File: src/rtl/rstw_pkg.sv
package rstw_pkg;

    typedef enum logic {
        POL_LOW  = 1'b0,
        POL_HIGH = 1'b1
    } pol_e;

    typedef enum logic {
        DRV_OPEN = 1'b0,
        DRV_PUSH = 1'b1
    } drv_e;

    localparam logic [7:0] KEY_ACT_HIGH = 8'hA5;
    localparam logic [7:0] KEY_ACT_LOW  = 8'h5A;
    localparam logic [7:0] KEY_PUSH     = 8'hA8;
    localparam logic [7:0] KEY_OPEN     = 8'h8A;

    localparam int RD_POL_BIT = 31;
    localparam int RD_DRV_BIT = 30;

    function automatic int field_bits(input bit wide);
        return wide ? 20 : 8;
    endfunction

endpackage

File: src/rtl/rstw_cfg_reg.sv
module rstw_cfg_reg
    import rstw_pkg::*;
#(
    parameter int PW_BITS = 20
) (
    input  logic               clk,
    input  logic               rst_n,
    input  logic               wr_en,
    input  logic [7:0]         wr_key,
    input  logic [PW_BITS-1:0] wr_width,
    output pol_e               pol,
    output drv_e               drv,
    output logic [PW_BITS-1:0] width
);

    localparam logic [PW_BITS-1:0] WIDTH_RST = PW_BITS'(8'hFF);

    typedef struct packed {
        pol_e               pol;
        drv_e               drv;
        logic [PW_BITS-1:0] width;
    } cfg_t;

    cfg_t cfg_d, cfg_q;

    always_comb begin
        cfg_d = cfg_q;
        if (wr_en) begin
            cfg_d.width = wr_width;
            case (wr_key)
                KEY_ACT_HIGH: cfg_d.pol = POL_HIGH;
                KEY_ACT_LOW:  cfg_d.pol = POL_LOW;
                KEY_PUSH:     cfg_d.drv = DRV_PUSH;
                KEY_OPEN:     cfg_d.drv = DRV_OPEN;
                default:      ;
            endcase
        end
    end

    always_ff @(posedge clk or negedge rst_n) begin
        if (!rst_n) begin
            cfg_q.pol   <= POL_LOW;
            cfg_q.drv   <= DRV_OPEN;
            cfg_q.width <= WIDTH_RST;
        end else begin
            cfg_q <= cfg_d;
        end
    end

    assign pol   = cfg_q.pol;
    assign drv   = cfg_q.drv;
    assign width = cfg_q.width;

endmodule

File: src/rtl/rstw_timer.sv
module rstw_timer #(
    parameter int PW_BITS = 20
) (
    input  logic               clk,
    input  logic               rst_n,
    input  logic               fire,
    input  logic               tick,
    input  logic [PW_BITS-1:0] load_val,
    output logic               on
);

    typedef struct packed {
        logic               on;
        logic [PW_BITS-1:0] rem;
    } tmr_t;

    tmr_t tmr_d, tmr_q;

    always_comb begin
        tmr_d = tmr_q;
        if (fire) begin
            tmr_d.on  = 1'b1;
            tmr_d.rem = load_val;
        end else if (tmr_q.on && tick) begin
            if (tmr_q.rem == '0) begin
                tmr_d.on = 1'b0;
            end else begin
                tmr_d.rem = tmr_q.rem - 1'b1;
            end
        end
    end

    always_ff @(posedge clk or negedge rst_n) begin
        if (!rst_n) begin
            tmr_q <= '0;
        end else begin
            tmr_q <= tmr_d;
        end
    end

    assign on = tmr_q.on;

endmodule

File: src/rtl/rstw_pad_drv.sv
module rstw_pad_drv
    import rstw_pkg::*;
(
    input  logic on,
    input  pol_e pol,
    input  drv_e drv,
    output logic pad_out,
    output logic pad_oe
);

    logic act_lvl;

    always_comb begin
        act_lvl = (pol == POL_HIGH);
        if (drv == DRV_PUSH) begin
            pad_oe  = 1'b1;
            pad_out = on ? act_lvl : ~act_lvl;
        end else begin
            pad_oe  = on;
            pad_out = act_lvl;
        end
    end

endmodule

File: src/rtl/rstw_pulse_gen.sv
module rstw_pulse_gen
    import rstw_pkg::*;
#(
    parameter bit WIDE_PW = 1'b1
) (
    input  logic        clk,
    input  logic        rst_n,
    input  logic        wr_en,
    input  logic [31:0] wr_data,
    output logic [31:0] rd_data,
    input  logic        expire,
    input  logic        tick_us,
    input  logic        ext_en,
    output logic        pad_out,
    output logic        pad_oe
);

    localparam int PW_BITS  = field_bits(WIDE_PW);
    localparam int GAP_BITS = RD_DRV_BIT - PW_BITS;

    pol_e               pol;
    drv_e               drv;
    logic [PW_BITS-1:0] width;
    logic               pulse_on;
    logic               fire;

    assign fire = expire && ext_en;

    rstw_cfg_reg #(.PW_BITS(PW_BITS)) u_cfg (
        .clk      (clk),
        .rst_n    (rst_n),
        .wr_en    (wr_en),
        .wr_key   (wr_data[31:24]),
        .wr_width (wr_data[PW_BITS-1:0]),
        .pol      (pol),
        .drv      (drv),
        .width    (width)
    );

    rstw_timer #(.PW_BITS(PW_BITS)) u_tmr (
        .clk      (clk),
        .rst_n    (rst_n),
        .fire     (fire),
        .tick     (tick_us),
        .load_val (width),
        .on       (pulse_on)
    );

    rstw_pad_drv u_pad (
        .on      (pulse_on),
        .pol     (pol),
        .drv     (drv),
        .pad_out (pad_out),
        .pad_oe  (pad_oe)
    );

    generate
        if (GAP_BITS > 0) begin : g_gap
            assign rd_data = {pol == POL_HIGH, drv == DRV_PUSH, {GAP_BITS{1'b0}}, width};
        end else begin : g_nogap
            assign rd_data = {pol == POL_HIGH, drv == DRV_PUSH, width};
        end
    endgenerate

endmodule

File: config.mk
export PLATFORM = sky130hd
export DESIGN_NAME = rstw_pulse_gen
export DESIGN_NICKNAME = d
export VERILOG_FILES = /design/src/rtl/rstw_pkg.sv /design/src/rtl/rstw_cfg_reg.sv /design/src/rtl/rstw_timer.sv /design/src/rtl/rstw_pad_drv.sv /design/src/rtl/rstw_pulse_gen.sv
export SDC_FILE = /design/constraint.sdc
export NUM_CORES = 1
export LEC_CHECK = 0
export BUFFER_PORTS_ARGS = -buffer_cell sky130_fd_sc_hd__buf_2
export CAP_MARGIN = 20
export CORE_ASPECT_RATIO = 0.5
export CORE_MARGIN = 2
export CORE_UTILIZATION = 45
export CTS_BUF_LIST = sky130_fd_sc_hd__clkbuf_4
export CTS_CLUSTER_DIAMETER = 50
export DETAILED_ROUTE_END_ITERATION = 7
export PLACE_DENSITY = 0.71
export REMOVE_ABC_BUFFERS = 1
export SETUP_SLACK_MARGIN = 0.05
export SLEW_MARGIN = 0
export SYNTH_ARGS = -nofsm -noshare
export SYNTH_HDL_FRONTEND = slang
export SYNTH_SLANG_ARGS = --single-unit
export TNS_END_PERCENT = 50
File: constraint.sdc
create_clock -name clk -period 5.1 [get_ports clk]
set_input_delay 0.255 -clock clk [delete_from_list [all_inputs] [get_ports clk]]
set_output_delay 0.255 -clock clk [all_outputs]
set_load 0.05 [all_outputs]
Word level (Yosys, flattened, before mapping)
Cells that the tools add are included.
{ "totals": {"wordCells": 32, "output_inout_bits": 34, "reg_bits": 43} }
{ "classes": {"addsub": 1, "reduce_logical": 11, "mux": 9, "bitwise": 1, "n_eq_ne": 5} }
{ "op_table": {"columns": ["op", "n"], "rows": [
  ["$mux W21", 2],
  ["$eq A8 B8 Y1 const B", 3],
  ["$logic_not A20 Y1", 1],
  ["$mux W20", 1],
  ["$sub A20 B1 Y20 const B", 1],
  ["$eq A8 B7 Y1 const B", 1],
  ["$reduce_and A2 Y1", 4],
  ["$reduce_bool A2 Y1", 4],
  ["$mux W1", 4],
  ["$pmux W1 S2", 2],
  ["$logic_and A1 B1 Y1", 2],
  ["$ne A2 B2 Y1 const B", 1],
  ["$not A1 Y1", 1]
]} }

Longest topological paths before layout
{ "logic_depth": {"ltp_word": 4, "mapped_depth": 7} }

Hierarchy
From an unflattened synthesis, not the netlist that was laid out.
{ "unflattened": {"cells_unflattened": 211, "hier_area_um2": 2283.4} }
{ "modules_own_cells": {"columns": ["module", "seq_area_each_um2", "area_per_inst_um2", "cells_each", "n_inst"], "rows": [
  ["rstw_timer", 525.5, 1260.0, 140, 1],
  ["rstw_cfg_reg", 560.5, 887.1, 54, 1],
  ["rstw_pulse_gen", 0.0, 100.1, 14, 1],
  ["rstw_pad_drv", 0.0, 36.3, 3, 1]
]} }

Worst setup path after synthesis
No wires, ideal clock.
{ "synth_path": {"kind": "reg2reg", "start": "register u_tmr.tmr_q[6] (netlist name)", "end": "register u_tmr.tmr_q[17] (netlist name)", "path_stages_with_launch": 7, "period_less_slack_ns": 2.084, "required_time_ns": 5.018, "arrival_ns": 2.002, "n_path_buf": 1, "path_slack_ns": 3.016, "path_cell_list": "dfrtp_1 > or4_4 > buf_6 > nor3_4 > nand3_1 > or4b_1 > a31oi_1"} }
{ "synth_via": {"elab_chain_cells": 4} }
{ "synth_rtl": {"columns": ["element", "line_no", "rtl"], "rows": [
  ["from (decl)", "rstw_timer.sv:17", "tmr_t tmr_d, tmr_q;"],
  ["from (signal assigned)", "rstw_timer.sv:37", "tmr_q <= tmr_d;"],
  ["$sub A20 B1 Y20", "rstw_timer.sv:28", "tmr_d.rem = tmr_q.rem - 1'b1;"],
  ["$mux W20", "rstw_timer.sv:25", "if (tmr_q.rem == '0) begin"],
  ["$mux W21", "rstw_timer.sv:24", "end else if (tmr_q.on && tick) begin"],
  ["$mux W21", "rstw_timer.sv:21", "if (fire) begin"]
]} }
Parallel ways exist; a longest one is shown, timed or not. The select of a mux whose other input is x is not followed.
A chain may end at the register's enable or synchronous reset.

Worst setup path after layout
{ "layout_path": {"start": "register u_tmr.tmr_q[6] (netlist name)", "end": "register u_tmr.tmr_q[13] (netlist name)"} }
The elaborated chain is that of the path after synthesis.

==> results.py <==
metrics = {
    "run_status": {
        "status": "complete, no violations",
    },
    "worst_setup_path": {
        "crit_arrival_ns": 2.55,
        "r2r_slack_ns": 2.85,
        "crit_path_end": "u_tmr.tmr_q[13]",
        "r2r_end": "u_tmr.tmr_q[13]",
        "crit_fanout": 10,
        "rr_worst_depth": 5,
        "crit_path_end_kind": "register",
        "rr_startpoint": "u_tmr.tmr_q[6]",
        "cp-startpoint": "u_tmr.tmr_q[6]",
        "required_ns": 5.39,
        "path_class": "reg -> reg",
        "cp-start-kind": "register",
    },
    "clocking": {
        "cts.clk_slew.worst_paths_ns": 0.13,
        "cts_tree": "done",
        "cts_setup_buffers": 0,
        "ctsResizeCount": 0,
        "cts_buffers": 5,
        "clkLatencyLatePin_ns": 0.36,
        "htree_levels": 2,
        "cts_sinks": 43,
        "root_buffer": "clkbuf_4",
        "cts_hold_buf": 0,
        "ctsLongestPathBuffers": 2,
    },
    "floorplan": {
        "die_h_um": 53.8,
        "die_width_um": 104,
        "die-area_sq_mm": 0.00558,
        "rows": 18,
        "core_sq_mm": 0.00486,
        "pin_count": 72,
        "start_util": 0.460,
    },
    "drt": {
        "via_per_inst": 5.01,
        "antenna_left": 0,
        "drtPass1Iterations": 4,
        "drt_wl_total_um": 4360,
        "vias": 1680,
        "drt_iter0_drc": 72,
        "wl_per_cell_um": 13.0,
        "route.detailed.drc": 0,
    },
    "finish": {
        "mostFrequentLayoutCell": "buf_2",
        "stdcell_area_sq_mm": 0.00257,
        "final_core_util": 0.529,
        "multiInputGateArea_sq_mm": 0.00105,
        "fillers": 455,
        "layout-drive-gt1-share": 0.366,
        "nets": 305,
        "area_growth_pct": 15.1,
        "mostFrequentLayoutCells": "57 x buf_2, 35 x dfrtp_1, 20 x nand2_1, 20 x mux2_2, 15 x o21ai_0",
        "antennaDiodeCount": 0,
        "regArea_sq_mm": 0.00109,
    },
    "synthesis": {
        "synth_warnings": 0,
        "async_reset_ff_frac": 1.00,
        "synth_area_leaders": "dfrtp_1 39%, mux2_2 10%, dfstp_2 9.4%",
        "syn_area_per_cell_sq_um": 10.6,
        "synth_top_family_by_area": "simple AND/OR/NAND/NOR gates",
        "synth.area.mux_share": 0.106,
        "ys_ff_latch": 43,
        "yosys.area_share.simple": 0.180,
        "synth_edf_count": 0,
        "syn_inst": 210,
        "synth_top_area_share": 0.392,
        "post_synth_fa_ha_maj_area_fraction": 0.0112,
        "synth.largest_area_cell": "dfrtp_1",
        "netlist_area_sq_mm": 0.00224,
        "synth_xor_xnor_area_share": 0.0588,
        "synth-compound-area-share": 0.0979,
        "synth_ff_type": "dfrtp_1",
        "seq_area_frac_synth": 0.486,
        "synth_cell_types": 48,
    },
    "sta": {
        "fin_crit_sh": 0.442,
        "fin_setup_tns_ns": 0,
        "hold_slack_ns": 0.0301,
        "worst_slew_pin_slew_ns": 0.945,
        "fmax_ghz": 0.444,
        "fin_skew_ns": 0.0138,
        "grt_setup_unrepaired": "no",
        "period_needed_ns": 2.25,
        "drv_slew": 0,
        "hold_viol_final": 0,
        "relSlewSlack": 0.370,
        "setup_viol": 0,
    },
    "grt": {
        "grt_usage": 0.162,
        "grt_pass1_vias": 1530,
        "antenna_found_initial": 0,
        "grt_pass1_wl_um": 7040,
        "grt_max_degree": 44,
        "grt_remaining_overflow": 0,
    },
    "pwr": {
        "power.density_mw_per_mm2": 337,
        "power_mw": 0.867,
        "leakagePower_nw": 1.09,
        "peakVddDrop_mv": 0.129,
    },
    "worst_hold_path": {
        "hold_class": "in -> async",
    },
    "placement": {
        "port_buffers": 57,
        "gp_congestion": 0.829,
        "postPlaceCellArea_sq_mm": 0.00253,
        "place_hpwl_um": 3130,
    },
    "job": {
        "max_cap_violations": 0,
    },
}
worst max-delay path, cell delays in order, from the launching register on:
cell	delay (ns)
dfrtp_1	0.42
or4_4	0.61
nor3_4	0.33
nand3_1	0.21
or4_1	0.45
a31oi_1	0.18
area by class of cell:
class / instances / share of cell area
inverters: 2 / 0.00292
multi-input cells: 155 / 0.409
clock buffers: 5 / 0.0146
well taps: 70 / 0.0340
clock inverters: 2 / 0.00340
repair buffers: 58 / 0.114
flip-flops and latches: 43 / 0.422
flip-flops by register name, summed over array words and instances (netlist names):
register / count
u_cfg.width: 20
u_tmr.tmr_q: 20
u_cfg.drv: 1
u_cfg.pol: 1
u_tmr.on: 1
logic make-up after synthesis:
kind of cell	Yosys count
XOR/XNOR	15
buffers and inverters	21
other	1
adder cells (fa/ha/maj)	2
AND/OR/NAND/NOR	69
AO/OA/AOI/OAI	38
multiplexers	21
flip-flops	43
per-stage QoR:
stage / setup WS [ns] / std cells
global route: 2.67 / 335
floorplan: 3.08 / 200
CTS: 2.84 / 335
detailed placement: 2.88 / 328
global placement: 2.93 / 328
finish: 2.85 / 335
synth_stat cells (2+ instances only):
master,instances
nand4b_1,2
buf_4,12
nor3_1,4
ha_1,2
nor2_1,8
clkbuf_1,4
o21ai_1,3
inv_1,2
xor2_1,8
or4_1,4
dfrtp_1,35
nor3b_1,2
and4b_1,2
nand3_1,6
o21ai_0,15
nor4_1,2
or2_2,2
buf_1,2
dfstp_2,8
mux2_2,20
nand4_1,3
nand2_1,20
a31oi_1,4
nor4bb_1,2
a21oi_1,8
nor2b_1,2
xnor2_1,7
worst min path at each step:
stage,startpoint,end,slack [ns],cells after the start
2_1_floorplan,rst_n,u_cfg.drv,-0.04,0
3_3_place_gp,rst_n,u_cfg.drv,0.44,1
3_5_place_dp,rst_n,u_cfg.drv,0.46,1
4_1_cts,rst_n,u_tmr.tmr_q[13],0.06,1
5_1_grt,rst_n,u_tmr.tmr_q[7],0.09,1
6_report,rst_n,u_tmr.tmr_q[7],0.03,1
routing by layer:
| metal | global-route usage | wire [um] | vias to the layer above |
|---|---|---|---|
| li1 | - | - | 847 |
| met1 | 0.222 | 2330 | 782 |
| met2 | 0.260 | 1770 | 44 |
| met3 | 0.0387 | 199 | 7 |
| met4 | 0.0541 | 60 | 0 |
| met5 | 0 | 0 | - |
power breakdown:
| group | internal, mW | total, mW | switching, mW |
|---|---|---|---|
| sequential | 0.401 | 0.459 | 0.0576 |
| combinational | 0.0924 | 0.252 | 0.160 |
| clock | 0.0490 | 0.156 | 0.107 |
| total | 0.542 | 0.867 | 0.324 |
No activity file was read; power rests on OpenSTA's default activity.
